**config.mk**
```make
export PLATFORM = sky130hd
export DESIGN_NAME = pbq_top
export DESIGN_NICKNAME = d
export VERILOG_FILES = /design/src/rtl/pbq_pkg.sv /design/src/rtl/pbq_fifo.sv /design/src/rtl/pbq_admit.sv /design/src/rtl/pbq_top.sv
export SDC_FILE = /design/constraint.sdc
export NUM_CORES = 1
export LEC_CHECK = 0
export ABC_CLOCK_PERIOD_IN_PS = 4100
export CAP_MARGIN = 20
export CORE_UTILIZATION = 30
export DETAILED_ROUTE_END_ITERATION = 8
export DONT_BUFFER_PORTS = 1
export SLEW_MARGIN = 20
export SYNTH_ARGS = -nofsm -noshare
export SYNTH_HDL_FRONTEND = slang
export SYNTH_HIERARCHICAL = 1
export SYNTH_SLANG_ARGS = --single-unit
```
**constraint.sdc**
```tcl
create_clock -name clk -period 4.1 [get_ports clk]
set_input_delay 0.615 -clock clk [delete_from_list [all_inputs] [get_ports clk]]
set_output_delay 0.615 -clock clk [all_outputs]
set_load 0.01 [all_outputs]
```
**src/rtl/pbq_pkg.sv**
```systemverilog
package pbq_pkg;
  localparam int ID_W  = 5;
  localparam int LEN_W = 7;

  typedef logic [ID_W-1:0] buf_id_t;

  typedef struct packed {
    buf_id_t          id;
    logic             setup;
    logic [LEN_W-1:0] len;
  } rx_desc_t;
endpackage

```
**src/rtl/pbq_fifo.sv**
```systemverilog
// Synchronous FIFO. DEPTH must be a power of two; storage has no reset so it maps to RAM.
module pbq_fifo #(
  parameter int W     = 8,
  parameter int DEPTH = 8,
  localparam int AW   = $clog2(DEPTH),
  localparam int CW   = $clog2(DEPTH + 1)
) (
  input  logic          clk,
  input  logic          rst,
  input  logic          push,
  input  logic [W-1:0]  din,
  input  logic          pop,
  output logic [W-1:0]  dout,
  output logic [CW-1:0] count,
  output logic          full,
  output logic          empty
);
  logic [W-1:0]  mem [DEPTH];
  logic [AW-1:0] wp, rp;
  logic          push_ok, pop_ok;

  assign full    = (count == CW'(DEPTH));
  assign empty   = (count == '0);
  assign push_ok = push && !full;
  assign pop_ok  = pop && !empty;
  assign dout    = mem[rp];

  always_ff @(posedge clk) begin
    if (push_ok) mem[wp] <= din;
  end

  always_ff @(posedge clk) begin
    if (rst) begin
      wp    <= '0;
      rp    <= '0;
      count <= '0;
    end else begin
      if (push_ok) wp <= wp + 1'b1;
      if (pop_ok)  rp <= rp + 1'b1;
      case ({push_ok, pop_ok})
        2'b10:   count <= count + 1'b1;
        2'b01:   count <= count - 1'b1;
        default: count <= count;
      endcase
    end
  end

  // occupancy never exceeds the depth
  p_count_bound_r9: assert property (@(posedge clk) disable iff (rst)
    count <= CW'(DEPTH));
  // a push into a full FIFO without a pop leaves occupancy unchanged
  p_full_drop_r9: assert property (@(posedge clk) disable iff (rst)
    (full && push && !pop) |=> (count == CW'(DEPTH)));
endmodule

```
**src/rtl/pbq_admit.sv**
```systemverilog
// Accept/refuse decision and in-flight buffer reservation.
module pbq_admit
  import pbq_pkg::*;
#(
  parameter int RX_DEPTH = 8,
  localparam int RCW     = $clog2(RX_DEPTH + 1)
) (
  input  logic           clk,
  input  logic           rst,
  input  logic           start,
  input  logic           setup,
  input  logic           done,
  input  logic           abort,
  input  logic           out_avail,
  input  logic           setup_avail,
  input  buf_id_t        out_head,
  input  buf_id_t        setup_head,
  input  logic [RCW-1:0] rx_cnt,
  output logic           gnt_ack,
  output logic           gnt_nak,
  output buf_id_t        gnt_id,
  output logic           busy,
  output logic           kind_setup,
  output logic           commit
);
  logic room_out, room_setup, ok;

  // Last receive slot is kept back for SETUP traffic.
  assign room_out   = rx_cnt < RCW'(RX_DEPTH - 1);
  assign room_setup = rx_cnt < RCW'(RX_DEPTH);
  assign ok         = setup ? (setup_avail && room_setup) : (out_avail && room_out);
  assign commit     = busy && done;

  always_ff @(posedge clk) begin
    if (rst) begin
      busy       <= 1'b0;
      kind_setup <= 1'b0;
      gnt_ack    <= 1'b0;
      gnt_nak    <= 1'b0;
      gnt_id     <= '0;
    end else begin
      gnt_ack <= 1'b0;
      gnt_nak <= 1'b0;
      if (busy) begin
        if (done || abort) busy <= 1'b0;
      end else if (start) begin
        busy       <= ok;
        kind_setup <= setup;
        gnt_ack    <= ok;
        gnt_nak    <= !ok;
        if (ok) gnt_id <= setup ? setup_head : out_head;
      end
    end
  end

  // accept and refuse are never given together
  p_grant_excl_r3: assert property (@(posedge clk) disable iff (rst)
    !(gnt_ack && gnt_nak));
  // a grant always answers a start one cycle earlier
  p_grant_after_start_r3: assert property (@(posedge clk) disable iff (rst)
    (gnt_ack || gnt_nak) |-> $past(start));
  // an accepted OUT packet found the reserved slot still free
  p_reserve_r5: assert property (@(posedge clk) disable iff (rst)
    (gnt_ack && !kind_setup) |-> ($past(rx_cnt) < RCW'(RX_DEPTH - 1)));
  // an abort releases the in-flight reservation
  p_abort_release_r8: assert property (@(posedge clk) disable iff (rst)
    (busy && abort) |=> !busy);
endmodule

```
**src/rtl/pbq_top.sv**
```systemverilog
module pbq_top
  import pbq_pkg::*;
#(
  parameter int OUT_DEPTH   = 8,
  parameter int SETUP_DEPTH = 4,
  parameter int RX_DEPTH    = 8,
  localparam int OCW        = $clog2(OUT_DEPTH + 1),
  localparam int SCW        = $clog2(SETUP_DEPTH + 1),
  localparam int RCW        = $clog2(RX_DEPTH + 1)
) (
  input  logic             clk,
  input  logic             rst,
  input  logic             en,
  input  logic             out_av_push,
  input  logic [ID_W-1:0]  out_av_id,
  input  logic             setup_av_push,
  input  logic [ID_W-1:0]  setup_av_id,
  input  logic             av_ovf_clr,
  input  logic             pkt_start,
  input  logic             pkt_setup,
  input  logic             pkt_done,
  input  logic             pkt_abort,
  input  logic [LEN_W-1:0] pkt_len,
  output logic             gnt_ack,
  output logic             gnt_nak,
  output logic [ID_W-1:0]  gnt_id,
  input  logic             rx_pop,
  output logic             rx_valid,
  output logic [ID_W-1:0]  rx_id,
  output logic             rx_setup,
  output logic [LEN_W-1:0] rx_len,
  output logic [OCW-1:0]   out_av_cnt,
  output logic [SCW-1:0]   setup_av_cnt,
  output logic [RCW-1:0]   rx_cnt,
  output logic             av_ovf,
  output logic             ev_av_empty,
  output logic             ev_rx_full
);
  buf_id_t  out_head, setup_head;
  logic     out_full, out_empty, setup_full, setup_empty, rx_full, rx_empty;
  logic     busy, kind_setup, commit;
  rx_desc_t new_desc, head_desc;
  logic     empty_cond, empty_q, full_cond, full_q;

  pbq_fifo #(.W(ID_W), .DEPTH(OUT_DEPTH)) u_out_pool (
    .clk(clk), .rst(rst), .push(out_av_push), .din(out_av_id),
    .pop(commit && !kind_setup), .dout(out_head), .count(out_av_cnt),
    .full(out_full), .empty(out_empty));

  pbq_fifo #(.W(ID_W), .DEPTH(SETUP_DEPTH)) u_setup_pool (
    .clk(clk), .rst(rst), .push(setup_av_push), .din(setup_av_id),
    .pop(commit && kind_setup), .dout(setup_head), .count(setup_av_cnt),
    .full(setup_full), .empty(setup_empty));

  pbq_admit #(.RX_DEPTH(RX_DEPTH)) u_admit (
    .clk(clk), .rst(rst), .start(pkt_start), .setup(pkt_setup),
    .done(pkt_done), .abort(pkt_abort), .out_avail(!out_empty),
    .setup_avail(!setup_empty), .out_head(out_head), .setup_head(setup_head),
    .rx_cnt(rx_cnt), .gnt_ack(gnt_ack), .gnt_nak(gnt_nak), .gnt_id(gnt_id),
    .busy(busy), .kind_setup(kind_setup), .commit(commit));

  assign new_desc = '{id: gnt_id, setup: kind_setup, len: pkt_len};

  pbq_fifo #(.W($bits(rx_desc_t)), .DEPTH(RX_DEPTH)) u_rx_queue (
    .clk(clk), .rst(rst), .push(commit), .din(new_desc),
    .pop(rx_pop), .dout(head_desc), .count(rx_cnt),
    .full(rx_full), .empty(rx_empty));

  assign rx_valid = !rx_empty;
  assign rx_id    = head_desc.id;
  assign rx_setup = head_desc.setup;
  assign rx_len   = head_desc.len;

  assign empty_cond = en && (out_empty || setup_empty);
  assign full_cond  = en && rx_full;

  always_ff @(posedge clk) begin
    if (rst) begin
      av_ovf      <= 1'b0;
      empty_q     <= 1'b0;
      full_q      <= 1'b0;
      ev_av_empty <= 1'b0;
      ev_rx_full  <= 1'b0;
    end else begin
      if ((out_av_push && out_full) || (setup_av_push && setup_full))
        av_ovf <= 1'b1;
      else if (av_ovf_clr)
        av_ovf <= 1'b0;
      empty_q     <= empty_cond;
      full_q      <= full_cond;
      ev_av_empty <= empty_cond && !empty_q;
      ev_rx_full  <= full_cond && !full_q;
    end
  end

  // overflow flag holds until cleared
  p_ovf_sticky_r9: assert property (@(posedge clk) disable iff (rst)
    (av_ovf && !av_ovf_clr) |=> av_ovf);
  // the full event is a single-cycle pulse
  p_full_pulse_r11: assert property (@(posedge clk) disable iff (rst)
    ev_rx_full |=> !ev_rx_full);
  // a completion always lands in the receive queue
  p_commit_room_r7: assert property (@(posedge clk) disable iff (rst)
    commit |-> !rx_full);
endmodule

```
==> impl_metrics.tcl <==
set metrics [dict create \
    clk_pin_slew_ps 60 \
    fin_tns_setup_ps 0 \
    worst_slack_ps 1327 \
    dp_slack_ps 1335 \
    drive_gt1_frac 0.1920 \
    worstSetupStartpointType "flop" \
    grt_pass1_wl_um 24850 \
    reg2reg_to "u_rx_queue/count[2]$_SDFFE_PP0P_" \
    root_buffer "clkbuf_16" \
    synth_top_area_frac 0.5667 \
    fillers 2651 \
    hpwl_um 10540 \
    async_flop_share 0 \
    hold_viol 0 \
    num_vias 4212 \
    final_core_util 0.3474 \
    die_h_um 172.2 \
    grt-ovfl-total 0 \
    cap_viol_max_count 0 \
    cts_max_path_buffers 3 \
    fin_hold_ws_ps 181.8 \
    worst_pin_slew_ps 970.6 \
    cts_buffers 23 \
    grt_pass1_vias 4439 \
    dieArea_mm2 0.02965 \
    dp.cells 864 \
    endpoint_kind "primary output" \
    syn_inst 495 \
    holdPathStages 1 \
    wl_per_cell_um 17.59 \
    fp.dieW_um 172.2 \
    final_max_slew_viol_count 0 \
    final_cells 904 \
    register_area_mm2 0.005907 \
    setup_viol 0 \
    tritoncts "yes" \
    slowest_delay_ps 650 \
    start_util 0.3085 \
    dr.pass1.iters 5 \
    hp-class "primary input to flop" \
    fmax_mhz 360.6 \
    seq_area_frac_synth 0.6796 \
    drt-initial-drc-count 207 \
    nNetsFinal 555 \
    path_max_fanout 26 \
    synth_edf_count 164 \
    synth_area_leader_cell "edfxtp_1" \
    post_cts_resized 0 \
    power.total_mw 4.737 \
    fin_skew_ps 9.399 \
    cp.arrival_ps 2160 \
    vias_per_cell 4.659 \
    multiInputGateArea_mm2 0.002597 \
    r2r_cells 9 \
    cts_sinks 213 \
    synth_nets 539 \
    wl_um 15900 \
    path_class "flop to primary output" \
    critical-path-slowest-cell "mux4_1" \
    syn_area_mm2 0.008690 \
    outcome "complete, no violations" \
    synth_most_common_cell "edfxtp_1" \
    h-tree-depth 1 \
    required_ps 3480 \
    relSlewSlack 0.3479 \
    syn_to_final_growth_pct 12.58 \
    worstReg2RegStart "u_rx_queue/count[3]$_SDFFE_PP0P_" \
    post_cts_buffers 0 \
    rsz0062_at_grt "no" \
    period_minus_slack_ps 2773 \
    synth_warnings 6 \
    power_leakage_nw 3.228 \
    worst_ir_drop_vdd_mv 0.2858 \
    path_cells "buf_4, mux4_1, mux2_2" \
    numPortBuffers 0 \
    diodes 0 \
    synth_ff_type "edfxtp_1" \
    holdPathEnd "u_out_pool/wp[1]$_SDFFE_PP0P_" \
    drc 0 \
    grt_max_degree 45 \
    holdBufCountCts 0 \
    antenna_left 0 \
    fin_crit_sh 0.6763 \
    synth_seq_cells 213 \
    grt_usage 0.1111 \
    ys_top_cells_by_count "edfxtp_1 (164), dfxtp_1 (49), nor2_1 (38)" \
    worst_hold_startpoint "rst" \
    avgSynthCellArea_um2 17.55 \
    rrSetupSlack_ps 1420 \
    core_area_mm2 0.02816 \
    routabilityCongestion 0.7805 \
    synth.area.top_cells "edfxtp_1 (57%), dfxtp_1 (11%), mux4_1 (7.3%), mux4_2 (4.4%), mux2_2 (2.6%)" \
    power_density_mw_per_mm2 484.2 \
    clk_latency_ps 490 \
    antenna_found_initial 0 \
    num_rows 61 \
    fin_area_mm2 0.009783 \
    place_area_mm2 0.009112 \
    io_pins 63 \
    synth.distinct_cells 51 \
]
[logic make-up after synthesis]
group,synth area share
AND/OR/NAND/NOR,0.06940
flip-flops,0.6796
multiplexers,0.1552
XOR/XNOR,0.01699
adder cells (fa/ha/maj),0.02390
AO/OA/AOI/OAI,0.03225
buffers and inverters,0.02261
[how the worst max path moves through the flow]
stage	startpoint	endpoint	slack (ps)	cells after the start
4_1_cts	flop	rx_len[2]	1290	3
2_1_floorplan	pkt_done	u_rx_queue/mem[0][0]$_DFFE_PP_	1510	4
3_5_place_dp	pkt_done	u_out_pool/count[2]$_SDFFE_PP0P_	1330	10
6_report	flop	rx_len[0]	1330	3
3_3_place_gp	pkt_done	u_out_pool/count[2]$_SDFFE_PP0P_	1390	10
5_1_grt	flop	rx_len[5]	1230	3
[power breakdown]
part / switching, mW / internal [mW] / leakage, nW
sequential: 0.0830 / 2.39 / 1.89
clock: 0.798 / 1.04 / 0.322
combinational: 0.212 / 0.217 / 1.02
[worst max-delay path, delay by kind of cell, from the launching register on]
| family | cells | cell delay, ps |
|---|---|---|
| buffers and inverters | 1 | 390 |
| DFF | 1 | 310 |
| muxes | 2 | 970 |
[flip-flops by register name, summed over array words and instances (netlist names), 4 cells and up, named ones only]
signal            count
u_setup_pool/mem     20
u_admit/gnt_id        5
u_out_pool/count      4
u_rx_queue/count      4
u_out_pool/mem       40
u_rx_queue/mem      104
[routing by layer]
layer	wire (um)	vias up	GRT usage
li1	-	1976	-
met5	0	-	0
met1	6326	2135	0.1229
met4	306	0	0.02924
met2	8214	80	0.2037
met3	1052	21	0.03525
[cell usage in the layout, fill, tap and decap left out, types with 13 or more instances in the layout]
cell	Yosys	layout
a21oi_1	17	17
clkbuf_16	0	23
dfxtp_1	49	48
edfxtp_1	164	164
ha_1	15	15
inv_1	14	14
mux2_2	20	20
mux4_1	24	24
mux4_2	17	17
nor2_1	38	38
xor2_1	13	13
[area by class of cell]
class / instances / share of cell area
Sequential cell: 213 / 0.6038
Multi-Input combinational cell: 248 / 0.2655
Clock buffer: 27 / 0.06037
Tap cell: 378 / 0.04834
Timing Repair Buffer: 11 / 0.008441
Clock inverter: 13 / 0.008185
Inverter: 14 / 0.005372
(Power assumes the default switching activity.)
